==> config.mk <==
export PLATFORM = sky130hd
export DESIGN_NAME = cmp_timer_unit
export DESIGN_NICKNAME = d
export VERILOG_FILES = /design/src/rtl/cmp_timer_pkg.sv /design/src/rtl/cmp_timer_counter.sv /design/src/rtl/cmp_timer_channel.sv /design/src/rtl/cmp_timer_unit.sv
export SDC_FILE = /design/constraint.sdc
export NUM_CORES = 1
export LEC_CHECK = 0
export ABC_AREA = 1
export BUFFER_PORTS_ARGS = -buffer_cell sky130_fd_sc_hd__buf_2
export CORE_ASPECT_RATIO = 1.5
export CORE_MARGIN = 2
export CORE_UTILIZATION = 35
export CTS_CLUSTER_SIZE = 12
export DETAILED_ROUTE_END_ITERATION = 6
export HOLD_SLACK_MARGIN = 0.08
export PLACE_DENSITY_LB_ADDON = 0.05
export REMOVE_ABC_BUFFERS = 1
export SYNTH_ARGS = -nofsm -noshare
export SYNTH_HDL_FRONTEND = slang
export SYNTH_SLANG_ARGS = --single-unit
==> constraint.sdc <==
create_clock -name clk -period 1.9 [get_ports clk]
set_input_delay 0.285 -clock clk [delete_from_list [all_inputs] [get_ports clk]]
set_output_delay 0.285 -clock clk [all_outputs]
set_load 0.005 [all_outputs]
==> src/rtl/cmp_timer_pkg.sv <==
package cmp_timer_pkg;

    typedef enum logic [1:0] {
        TOP_HOLD  = 2'd0,
        TOP_STEP  = 2'd1,
        TOP_LOAD  = 2'd2,
        TOP_CLEAR = 2'd3
    } tmr_op_e;

    // Clear outranks load, load outranks counting.
    function automatic tmr_op_e pick_op(input logic clr, input logic ld, input logic en);
        if (clr)     return TOP_CLEAR;
        else if (ld) return TOP_LOAD;
        else if (en) return TOP_STEP;
        else         return TOP_HOLD;
    endfunction

endpackage

==> src/rtl/cmp_timer_counter.sv <==
module cmp_timer_counter
    import cmp_timer_pkg::*;
#(
    parameter int TMR_W = 16
) (
    input  logic             clk,
    input  logic             rst,
    input  logic             cnt_en,
    input  logic             cnt_down,
    input  logic             tmr_ld,
    input  logic [TMR_W-1:0] tmr_ld_val,
    input  logic             tmr_clr,
    output logic [TMR_W-1:0] tmr_q,
    output logic [TMR_W-1:0] tmr_next,
    output logic             step_o
);

    typedef struct packed {
        logic [TMR_W-1:0] tmr;
    } cnt_state_t;

    cnt_state_t s_d, s_q;
    tmr_op_e    op;

    always_comb begin
        op     = pick_op(tmr_clr, tmr_ld, cnt_en);
        s_d    = s_q;
        step_o = 1'b0;
        unique case (op)
            TOP_CLEAR: s_d.tmr = '0;
            TOP_LOAD:  s_d.tmr = tmr_ld_val;
            TOP_STEP: begin
                step_o  = 1'b1;
                s_d.tmr = cnt_down ? s_q.tmr - 1'b1 : s_q.tmr + 1'b1;
            end
            default:   s_d.tmr = s_q.tmr;
        endcase
        if (rst) begin
            s_d    = '0;
            step_o = 1'b0;
        end
    end

    always_ff @(posedge clk) begin
        s_q <= s_d;
    end

    assign tmr_q    = s_q.tmr;
    assign tmr_next = s_d.tmr;

    assert_clear_wins_R3: assert property (@(posedge clk) disable iff (rst)
        $past(tmr_clr) |-> (tmr_q == '0));

    assert_step_up_R2: assert property (@(posedge clk) disable iff (rst)
        $past(step_o && !cnt_down) |-> (tmr_q == TMR_W'($past(tmr_q) + 1'b1)));

    assert_step_down_R2: assert property (@(posedge clk) disable iff (rst)
        $past(step_o && cnt_down) |-> (tmr_q == TMR_W'($past(tmr_q) - 1'b1)));

    assert_hold_R2: assert property (@(posedge clk) disable iff (rst)
        $past(!cnt_en && !tmr_ld && !tmr_clr && !rst) |-> $stable(tmr_q));

endmodule

==> src/rtl/cmp_timer_channel.sv <==
module cmp_timer_channel #(
    parameter int TMR_W = 16
) (
    input  logic             clk,
    input  logic             rst,
    input  logic             step_i,
    input  logic [TMR_W-1:0] tmr_next_i,
    input  logic [TMR_W-1:0] tmr_i,
    input  logic             cmp_we_i,
    input  logic [TMR_W-1:0] cmp_wdata_i,
    input  logic             ack_i,
    input  logic             ovr_clr_i,
    output logic             match_o,
    output logic             pend_o,
    output logic             ovr_o
);

    typedef struct packed {
        logic [TMR_W-1:0] cmp;
        logic             match;
        logic             pend;
        logic             ovr;
    } chan_state_t;

    chan_state_t c_d, c_q;
    logic        hit;

    always_comb begin
        // Only a count step may hit; loads and clears never do.
        hit       = step_i && (tmr_next_i == c_q.cmp);
        c_d       = c_q;
        c_d.cmp   = cmp_we_i ? cmp_wdata_i : c_q.cmp;
        c_d.match = hit;
        c_d.pend  = hit | (c_q.pend & ~ack_i);
        c_d.ovr   = (hit & c_q.pend & ~ack_i) | (c_q.ovr & ~ovr_clr_i);
        if (rst) c_d = '0;
    end

    always_ff @(posedge clk) begin
        c_q <= c_d;
    end

    assign match_o = c_q.match;
    assign pend_o  = c_q.pend;
    assign ovr_o   = c_q.ovr;

    assert_match_by_step_R4: assert property (@(posedge clk) disable iff (rst)
        c_q.match |-> $past(step_i));

    assert_match_value_R4: assert property (@(posedge clk) disable iff (rst)
        c_q.match |-> (tmr_i == $past(c_q.cmp)));

    assert_pulse_needs_motion_R4: assert property (@(posedge clk) disable iff (rst)
        (c_q.match && $past(c_q.match)) |-> (tmr_i != $past(tmr_i)));

    assert_pend_follows_match_R8: assert property (@(posedge clk) disable iff (rst)
        c_q.match |-> c_q.pend);

    assert_ovr_source_R9: assert property (@(posedge clk) disable iff (rst)
        $rose(c_q.ovr) |-> (c_q.match && $past(c_q.pend)));

    assert_ovr_keeps_pend_R9: assert property (@(posedge clk) disable iff (rst)
        $rose(c_q.ovr) |-> c_q.pend);

endmodule

==> src/rtl/cmp_timer_unit.sv <==
module cmp_timer_unit
    import cmp_timer_pkg::*;
#(
    parameter int TMR_W = 16,
    parameter int N_CH  = 4
) (
    input  logic             clk,
    input  logic             rst,
    input  logic             cnt_en,
    input  logic             cnt_down,
    input  logic             tmr_ld,
    input  logic [TMR_W-1:0] tmr_ld_val,
    input  logic             tmr_clr,
    input  logic [N_CH-1:0]  cmp_we,
    input  logic [TMR_W-1:0] cmp_wdata,
    input  logic [N_CH-1:0]  irq_ack,
    input  logic [N_CH-1:0]  ovr_clr,
    output logic [TMR_W-1:0] tmr_o,
    output logic [N_CH-1:0]  match_o,
    output logic [N_CH-1:0]  pend_o,
    output logic [N_CH-1:0]  ovr_o
);

    logic [TMR_W-1:0] tmr_cur;
    logic [TMR_W-1:0] tmr_nxt;
    logic             step;

    cmp_timer_counter #(.TMR_W(TMR_W)) u_cnt (
        .clk        (clk),
        .rst        (rst),
        .cnt_en     (cnt_en),
        .cnt_down   (cnt_down),
        .tmr_ld     (tmr_ld),
        .tmr_ld_val (tmr_ld_val),
        .tmr_clr    (tmr_clr),
        .tmr_q      (tmr_cur),
        .tmr_next   (tmr_nxt),
        .step_o     (step)
    );

    for (genvar g = 0; g < N_CH; g++) begin : g_ch
        cmp_timer_channel #(.TMR_W(TMR_W)) u_ch (
            .clk         (clk),
            .rst         (rst),
            .step_i      (step),
            .tmr_next_i  (tmr_nxt),
            .tmr_i       (tmr_cur),
            .cmp_we_i    (cmp_we[g]),
            .cmp_wdata_i (cmp_wdata),
            .ack_i       (irq_ack[g]),
            .ovr_clr_i   (ovr_clr[g]),
            .match_o     (match_o[g]),
            .pend_o      (pend_o[g]),
            .ovr_o       (ovr_o[g])
        );
    end

    assign tmr_o = tmr_cur;

    assert_no_match_on_load_R5: assert property (@(posedge clk) disable iff (rst)
        $past(tmr_ld || tmr_clr) |-> (match_o == '0));

    assert_reset_state_R1: assert property (@(posedge clk)
        $past(rst) |-> (tmr_o == '0 && match_o == '0 && pend_o == '0 && ovr_o == '0));

endmodule

==> out/results.ini <==
[worst_hold_path]
hold_path.class=input pin to flip-flop

[drt]
first_pass_iters=4
drcViolationCount=0
wirelength_microns=19100
via_count=6241
post_drt_wl_per_cell_microns=14.6
vias_per_cell=4.79
ant_nets=0
drt_iter0_markers=300

[clocking]
h-tree-depth=3
numCtsBuffers=9
cts_sinks=92
cts_tree=yes
insertion_delay_ns=0.34
path_clk_slew_ns=0.07
clk_path_buf_depth=2
cts_root_buf=clkbuf_16

[synth]
synth-seq-cells=92
synth_flop_cell=dfxtp_1
synth.lib_cells_used.distinct=29
synth_edf_count=0
synth_top_area_cell=dfxtp_1
synth.avg_cell_area_sq_um=6.20
synth_top_area_share_pct=32.6
syn-cell-area_sq_um=5660
synthTopCellsByArea=dfxtp_1 33%, nand2_1 14%, inv_1 8.4%
ys_warn_count=0
async_reset_ff_share_pct=0
syn_inst=912
ys_seq_area_share_pct=32.6

[grt]
track_usage_pct=22.2
grt_max_degree=37
grt_pass1_wl_microns=29600
antenna_found_initial=0
first_global_vias=5817
overflow=0

[sta]
hold_viol_final=0
finalCritPeriodShare_pct=131
fmax_ghz=0.401
min_period_ns=2.50
rsz0062_at_grt=true
final_max_slew_viol_count=0
setup_viol_count_final=13
hold_ws_ns=0.183
fin_ws_ns=-0.596
worst_pin_slew_ns=0.411
tns_ns=-6.08
finalClockSkew_ns=0.00670
relSlewSlack_pct=72.3

[worst_setup_path]
critical_path.endpoint_type=flip-flop
critical_path_class=flip-flop to flip-flop
critPathMaxFanout=3
cpMostUsedCell=nand2_1
crit_slowest_cell=fa_2
crit_path_max_incr_delay_ns=0.43
cp.required_ns=2.18
crit_arrival_ns=2.77
path_cells=inv_2 > fa_2 > nand2_1 > nand2_1 > nand2_2 > nand3_4 > buf_6 > nand2_2 > nand2_1 > nand3b_1 > nor2_1 > nand2_1 > nor2_2 > nand3_2 > nor2_4 > nand4_1 > a21oi_1
startpoint_type=flip-flop

[place]
gp_congestion=0.909
placed_cell_area_sq_um=7020
port_buffers=77
dp_hpwl_microns=14600

[floorplan]
fp.dieW_microns=108
die_height_microns=160
core_region_area_sq_um=15800
start_util_pct=35.9
die_area_sq_um=17200
rows=56
num_io_pins=78

[final_layout]
syn_to_final_growth_pct=44.9
fin_area_sq_um=8200
final_common_cell=nand2_1
nets=1161
fin_util_pct=52.0
fillCellCount=1625
n_antenna_cell=0
drive_gt1_share_pct=35.9
final_cell_mix=169 x nand2_1, 118 x buf_4, 115 x inv_1, 95 x nor2_1, 90 x o21ai_0

[power_and_ir_drop]
powerDensity_nw_per_um2=707
vdd_drop_max_v=0.000471
p_leak_nw=4.17
total_power_w=0.00579

[run]
maxCapViolCount=0

[run_status]
violations=setup timing
status=complete, but fails checks

## Yosys cell counts, drive strengths merged (2+ instances only)
master,instances
ha,14
nand2,231
nor2,121
xor2,4
nand3b,28
nand3,86
a21oi,50
inv,135
and2,2
nand4,13
dfxtp,92
nor3,2
o21ai,93
buf,18
clkbuf,20
## path summary, 6_finish.rpt
check / from / endpoint / slack (ns) / cells past startpoint
worst max-delay path: u_cnt.tmr_q[0] / g_ch[2].u_ch.ovr_o / -0.60 / 17
worst min-delay path: ovr_clr[1] / g_ch[1].u_ch.ovr_o / 0.18 / 4
worst max register to register: u_cnt.tmr_q[0] / g_ch[2].u_ch.ovr_o / -0.60 / 17
worst min register to register: g_ch[1].u_ch.ovr_o / g_ch[1].u_ch.ovr_o / 0.47 / 2
## metrics by stage
| stage | worst slack (ns) | instances |
|---|---|---|
| after floorplan | -0.488 | 874 |
| after global routing | -0.760 | 1304 |
| after detailed placement | -0.951 | 1272 |
| after global placement | -0.956 | 1272 |
| final | -0.596 | 1304 |
| after CTS | -0.560 | 1292 |
## power by group
| part | switching, W | total (W) | internal [W] |
|---|---|---|---|
| combinational | 0.000876 | 0.00155 | 0.000678 |
| sequential | 0.0000775 | 0.00213 | 0.00205 |
| clock | 0.000790 | 0.00211 | 0.00132 |
| total | 0.00174 | 0.00579 | 0.00405 |
## layer usage
layer | vias up | global-route usage, % | share of wire [%]
met4 | 0 | 5.24 | 1.6
met5 | - | 0 | 0
met3 | 20 | 2.73 | 2.8
met2 | 113 | 38.4 | 50
met1 | 2852 | 29.0 | 46
li1 | 3256 | - | -
## worst max-delay path, delay by kind of cell, from the launching register on
kind / cells / cell delay [ns]
AND/OR/NAND/NOR: 13 / 1.32
AO/OA/AOI/OAI: 1 / 0.16
adder cells (fa/ha/maj): 1 / 0.43
flip-flops: 1 / 0.32
buffers and inverters: 2 / 0.20
## flip-flops by register name, indices dropped and copies added, names as in the netlist
name and cells:
u_cnt.tmr_q 16, g_ch.u_ch.c_q 64, g_ch.u_ch.ovr_o 4, g_ch.u_ch.pend_o 4, g_ch.u_ch.match_o 4
## cells by family after synthesis
logic type	count (synthesis)	share of synthesized area (%)
fa+ha+maj	15	3.45
buf+inv	174	12.6
xor+xnor	5	0.774
compound gates	143	12.7
flops	92	32.6
simple gates	483	37.9
## what timing repair did
action,CTS,global route
hold buffers,0,0
resized for setup,82,96
endpoints found under the setup margin,18,22
pin swaps,22,63
gates cloned,0,1
buffers inserted,4,12
## cell type report
cell class                      count  area [sq um]  share of cell area (%)
Multi-Input combinational cell    647          3740                    45.7
Sequential cell                    92          1860                    22.7
Timing Repair Buffer              210          1480                    18.0
Inverter                          136           510                    6.23
Tap cell                          203           254                    3.10
Clock buffer                       10           239                    2.92
Clock inverter                      6           111                    1.36
Power figures use the tool's default switching activity.
